### src/rtl/shifter_pkg.sv
package shifter_pkg;
  // Strobes passed from the control decoder to every shift stage.
  typedef struct packed {
    logic goLeft;   // select the left tap when a stage is enabled
    logic fillBit;  // value entering vacated positions
  } shift_ctrl_t;
endpackage

### src/rtl/shift_ctrl.sv
module shift_ctrl
  import shifter_pkg::*;
(
  input  logic        shiftLeft,
  input  logic        shiftArith,
  input  logic        dataMsb,
  output shift_ctrl_t ctrl
);
  always_comb begin
    ctrl.goLeft  = shiftLeft;
    // Sign fill only makes sense moving right; left shifts always fill zero.
    ctrl.fillBit = shiftArith & ~shiftLeft & dataMsb;
  end
endmodule

### src/rtl/shift_stage.sv
module shift_stage
  import shifter_pkg::*;
#(
  parameter int WIDTH = 32,
  parameter int STEP  = 1
) (
  input  logic [WIDTH-1:0] stageIn,
  input  logic             enable,
  input  shift_ctrl_t      ctrl,
  output logic [WIDTH-1:0] stageOut
);
  logic [WIDTH-1:0] leftTap;
  logic [WIDTH-1:0] rightTap;

  always_comb begin
    leftTap  = {stageIn[WIDTH-1-STEP:0], {STEP{1'b0}}};
    rightTap = {{STEP{ctrl.fillBit}}, stageIn[WIDTH-1:STEP]};
    if (!enable)          stageOut = stageIn;
    else if (ctrl.goLeft) stageOut = leftTap;
    else                  stageOut = rightTap;
  end

  always_comb begin
    // a stage whose distance bit is clear must be transparent
    if (!enable) p_stage_bypass_r7: assert (stageOut == stageIn);
    // an enabled left stage vacates exactly its STEP low bits with zeros
    if (enable && ctrl.goLeft) p_stage_left_fill_r7: assert (stageOut[STEP-1:0] == '0);
  end
endmodule

### src/rtl/shift_datapath.sv
module shift_datapath
  import shifter_pkg::*;
#(
  parameter int WIDTH = 32,
  localparam int AMT_W = $clog2(WIDTH)
) (
  input  logic [WIDTH-1:0] dataIn,
  input  logic [AMT_W-1:0] shiftAmt,
  input  shift_ctrl_t      ctrl,
  output logic [WIDTH-1:0] dataOut
);
  logic [WIDTH-1:0] stageVal [0:AMT_W];

  assign stageVal[0] = dataIn;

  for (genvar k = 0; k < AMT_W; k++) begin : g_stage
    shift_stage #(
      .WIDTH (WIDTH),
      .STEP  (1 << k)
    ) u_stage (
      .stageIn  (stageVal[k]),
      .enable   (shiftAmt[k]),
      .ctrl     (ctrl),
      .stageOut (stageVal[k+1])
    );
  end

  assign dataOut = stageVal[AMT_W];

  always_comb begin
    if (shiftAmt == '0) p_zero_amt_pass_r1: assert (dataOut == dataIn);
    if (shiftAmt != '0 && ctrl.goLeft) p_left_low_zero_r2: assert (dataOut[0] == 1'b0);
    if (shiftAmt != '0 && !ctrl.goLeft && !ctrl.fillBit)
      p_right_top_zero_r3: assert (dataOut[WIDTH-1] == 1'b0);
    if (shiftAmt != '0 && !ctrl.goLeft && ctrl.fillBit)
      p_right_top_sign_r4: assert (dataOut[WIDTH-1] == 1'b1);
  end
endmodule

### src/rtl/barrel_shifter.sv
module barrel_shifter
  import shifter_pkg::*;
#(
  parameter int WIDTH = 32,
  localparam int AMT_W = $clog2(WIDTH)
) (
  input  logic [WIDTH-1:0] dataIn,
  input  logic [AMT_W-1:0] shiftAmt,
  input  logic             shiftLeft,
  input  logic             shiftArith,
  output logic [WIDTH-1:0] dataOut
);
  shift_ctrl_t ctrl;

  shift_ctrl u_ctrl (
    .shiftLeft  (shiftLeft),
    .shiftArith (shiftArith),
    .dataMsb    (dataIn[WIDTH-1]),
    .ctrl       (ctrl)
  );

  shift_datapath #(
    .WIDTH (WIDTH)
  ) u_datapath (
    .dataIn   (dataIn),
    .shiftAmt (shiftAmt),
    .ctrl     (ctrl),
    .dataOut  (dataOut)
  );

  // a left shift never carries the sign into the fill, whatever shiftArith is
  always_comb begin
    if (shiftLeft) p_left_no_sign_fill_r5: assert (ctrl.fillBit == 1'b0);
  end
endmodule

### config.mk
export PLATFORM = sky130hd
export DESIGN_NAME = barrel_shifter
export DESIGN_NICKNAME = d
export VERILOG_FILES = /design/src/rtl/shifter_pkg.sv /design/src/rtl/shift_ctrl.sv /design/src/rtl/shift_stage.sv /design/src/rtl/shift_datapath.sv /design/src/rtl/barrel_shifter.sv
export SDC_FILE = /design/constraint.sdc
export NUM_CORES = 1
export LEC_CHECK = 0
export ABC_AREA = 1
export BUFFER_PORTS_ARGS = -buffer_cell sky130_fd_sc_hd__buf_2
export CAP_MARGIN = 40
export CORE_UTILIZATION = 47
export DETAILED_ROUTE_END_ITERATION = 16
export PLACE_DENSITY = 0.71
export SLEW_MARGIN = 5
export SYNTH_ARGS = -nofsm -noshare
export SYNTH_HDL_FRONTEND = slang
export SYNTH_SLANG_ARGS = --single-unit
### constraint.sdc
create_clock -name vclk -period 6.3
set_clock_uncertainty 0.2 [all_clocks]
set_input_delay 1.575 -clock vclk [all_inputs]
set_output_delay 1.575 -clock vclk [all_outputs]
set_load 0.05 [all_outputs]
; ---- Word-level counts from Yosys, hierarchy flattened
; Index checks and enable logic that the tools add are counted.
[word_totals]
regBits = 0
latchBits = 0
mem_bits_rw = 0
mem_bits_ro = 0
word_cells = 13
n_memories = 0
[classes]
n_addsub = 0
multipliers = 0
div = 0
n_lt_le_gt_ge = 0
eq_ne = 0
shifts = 0
n_mux = 10
bitwise_logic = 3
n_reduce_logical = 0
[ops]
columns = operator, count
row1 = two-way mux 32 bit, 10
row2 = AND 1 bit, 2
row3 = inverter 1 bit, 1

; ---- Longest topological paths before layout
[depth]
ltp_word = 13
mapped_depth = 15
depth_no_buf = 14

; ---- By module
; From an unflattened synthesis, not the netlist that was laid out.
[hier_totals]
hier_cells = 916
area_unflattened_um2 = 3963.8
[modules_own_cells]
columns = mod, n_inst, cells_each, area_per_inst_um2
row1 = shift_stage at u_datapath.g_stage[2].u_stage, 1, 191, 928.4
row2 = shift_stage at u_datapath.g_stage[0].u_stage, 1, 205, 827.0
row3 = shift_stage at u_datapath.g_stage[1].u_stage, 1, 201, 810.8
row4 = shift_stage at u_datapath.g_stage[3].u_stage, 1, 174, 738.2
row5 = shift_stage at u_datapath.g_stage[4].u_stage, 1, 142, 641.9
row6 = shift_ctrl, 1, 3, 17.5

; ---- Worst setup path after synthesis
; OpenSTA, ideal clock, no wires.
[synth_path]
kind = in2out
startpoint = input shiftLeft
endpoint = output dataOut[22]
arrival_ns = 3.303
required_ns = 4.525
path_slack_ns = 1.222
stages = 10
path_cell_list = buf_6 > buf_8 > nor2_4 > buf_2 > nand2_1 > nand3_1 > nand2_1 > nand3_1 > nor2_1 > a21oi_1
[synth_between]
elab_chain_len = 10
word_cells_on_any_way = 13
[synth_rtl]
columns = element, line_no
row1 = start: declaration, barrel_shifter.sv:9  ; input logic shiftLeft,
row2 = two-way mux 32 bit, shift_stage.sv:19  ; else if (ctrl.goLeft) stageOut = leftTap;
row3 = two-way mux 32 bit, shift_stage.sv:18  ; if (!enable) stageOut = stageIn;
row4 = two-way mux 32 bit, shift_stage.sv:19
row5 = two-way mux 32 bit, shift_stage.sv:18
row6 = two-way mux 32 bit, shift_stage.sv:19
row7 = two-way mux 32 bit, shift_stage.sv:18
row8 = two-way mux 32 bit, shift_stage.sv:19
row9 = two-way mux 32 bit, shift_stage.sv:18
row10 = two-way mux 32 bit, shift_stage.sv:19
row11 = two-way mux 32 bit (*), shift_stage.sv:18
row12 = end: declaration, barrel_shifter.sv:11  ; output logic [WIDTH-1:0] dataOut
; Every way passes the cells marked *; elsewhere a longest branch is shown, timed or not.

; ---- Worst setup path in the final report
[layout_path]
startpoint = input shiftLeft
endpoint = output dataOut[31]
; The elaborated chain is that of the path after synthesis.

==> flow_summary.ini <==
[pwr]
clockPowerShare = 0
p_switching_mw = 0.289
ir_drop_v = 0.0000823
seqPwrFrac = 0
combPwrFrac = 1.000
p_int_mw = 0.103
swShare = 0.738
p_leak_nw = 2.18
power_density_mw_per_mm2 = 115

[sta]
fmax_ghz = 0.173
finalCriticalPeriod_ns = 5.78
setup_viol = 0
rsz0062_at_grt = false
final_hold_viol_count = 0
max_slew_margin = 0.417
slew_viol_final = 0
tns_ns = 0
tightest_slew_ns = 0.874
finalCritPeriodShare = 0.918

[setup_path]
max_stage_delay_ns = 0.47
cp-end-kind = output pin
critPathSlowestCell = buf_2
required_ns = 4.53
cp_data_arrival_time_ns = 4.01
cp_cell_sequence = buf_2 -> buf_4 -> o21ai_0 -> o21ai_1 -> nand2_1 -> nand3_1 -> nand2_1 -> nand3_1 -> nand2_1 -> nand3_1 -> nand2_1 -> a21oi_1 -> buf_2
cp_max_fo = 30
critPathKind = input pin to output pin
cpMostUsedCell = nand2_1
worst_setup_path_start_kind = input pin

[synth]
syn-instance-count = 721
synth_cell_types = 28
synth-seq-area-share = 0
syn-mean-instance-area_um2 = 4.37
synth_nets = 760
syn_area_mm2 = 0.00315
yosysWarnings = 0

[layout]
nets = 797
num-fill-cells = 730
layout_common_cells = 462 x nand2_1, 86 x nand3_1, 71 x buf_2
area_delta_synth_final_pct = 7.62
clockBufferCount = 0
numSequentialCells = 0
instances_no_fill = 833
seqCellArea_um2 = 0
antenna_cells = 0
final_cell_area_mm2 = 0.00339
final_common_cell = nand2_1
drive_gt1_frac = 0.143

[floorplan]
die_area_mm2 = 0.00704
die_h_um = 83.9
initial_core_util = 0.491
coreArea_mm2 = 0.00642
io_pins = 71
die_w_um = 83.9
num_rows = 29

[global_routing]
grt_use_total = 0.299
grt_antenna_before_repair = 0
grt_max_degree = 36
grt_pass1_vias = 4118
grt_pass1_wl_um = 17900
gr-total-overflow = 0

[cts]
cts_setup_buffers = 0
post_cts_resized = 0
holdBufCountCts = 0

[drt]
drc = 0
num_vias = 4670
drtIter0Drc = 456
vias_per_cell = 5.61
postRouteAntennaNets = 0
avgRoutedWirePerCell_um = 12.8
first_pass_iters = 5
wirelength_um = 10600

[placement]
dpl.hpwl_um = 8340
gp_congestion = 1.05
dpl_cell_area_mm2 = 0.00339
dp.cells = 833
port-buffer-count = 71

[hold_path]
hp-class = input pin to output pin

[outcome]
outcome = finished clean

[job]
drv_cap = 0
through the flow:
step | worst slack (ns) | power [mW] | utilization | hold slack, ns
6_report | 0.516 | 0.391 | 0.529 | 3.54
2_1_floorplan | 1.22 | 0.303 | - | 3.31
3_3_place_gp | 0.637 | 0.381 | 0.529 | 3.52
3_5_place_dp | 0.576 | 0.385 | 0.529 | 3.52
5_1_grt | 0.308 | 0.428 | 0.529 | 3.58
4_1_cts | 0.566 | 0.386 | 0.529 | 3.52
path summary, 6_finish.rpt:
check | end | from | cells after the start | slack, ns
worst max-delay path | dataOut[31] | shiftLeft | 13 | 0.52
worst min-delay path | dataOut[18] | shiftAmt[3] | 5 | 3.54
cell usage after synthesis:
cell / count / share of area
nand3_1: 86 / 0.14
nor2_1: 16 / 0.019
or2_2: 1 / 0.0020
clkinv_4: 1 / 0.0028
buf_8: 1 / 0.0048
buf_1: 1 / 0.0012
clkbuf_1: 6 / 0.0071
a21o_1: 2 / 0.0048
a21oi_1: 24 / 0.038
o211ai_2: 1 / 0.0040
nor2_4: 1 / 0.0036
a21boi_1: 1 / 0.0024
nand3_2: 20 / 0.063
buf_2: 22 / 0.035
nand2_2: 1 / 0.0020
o21ai_0: 2 / 0.0032
inv_2: 3 / 0.0036
nand2_1: 462 / 0.55
nor2_2: 1 / 0.0020
buf_4: 8 / 0.019
inv_1: 40 / 0.048
o211ai_1: 3 / 0.0071
nand4_1: 3 / 0.0060
nand2_4: 1 / 0.0036
clkinv_1: 2 / 0.0024
o21ai_1: 7 / 0.011
o31ai_2: 1 / 0.0040
buf_6: 4 / 0.014
critical path: cells and delay by family:
family / cells / cell delay [ns]
buf+inv: 3 / 1.17
simple gates: 7 / 0.70
compound gates: 3 / 0.55
layer usage:
| metal | vias to the layer above | global-route usage | part of all wire |
|---|---|---|---|
| li1 | 2314 | - | - |
| met1 | 2107 | 0.364 | 0.42 |
| met2 | 214 | 0.549 | 0.48 |
| met3 | 35 | 0.0237 | 0.072 |
| met4 | 0 | 0.0956 | 0.028 |
| met5 | - | 0 | 0 |
power groups by stage:
stage | logic (mW) | registers, mW | clock network [mW]
4_1_cts | 0.386 | 0 | 0
2_1_floorplan | 0.303 | 0 | 0
3_3_place_gp | 0.381 | 0 | 0
3_5_place_dp | 0.385 | 0 | 0
6_report | 0.391 | 0 | 0
5_1_grt | 0.428 | 0 | 0
kinds of logic after synthesis:
| group | count (synthesis) | synth area share |
|---|---|---|
| compound gates | 41 | 0.0746 |
| buf+inv | 88 | 0.138 |
| simple gates | 592 | 0.788 |
area by class of cell:
type | count | area (µm²) | share of cell area
timing repair buffer | 77 | 400 | 0.118
tap | 77 | 96.3 | 0.0284
multi-input combinational | 633 | 2720 | 0.801
inverter | 46 | 178 | 0.0523
Power figures use the tool's default switching activity.
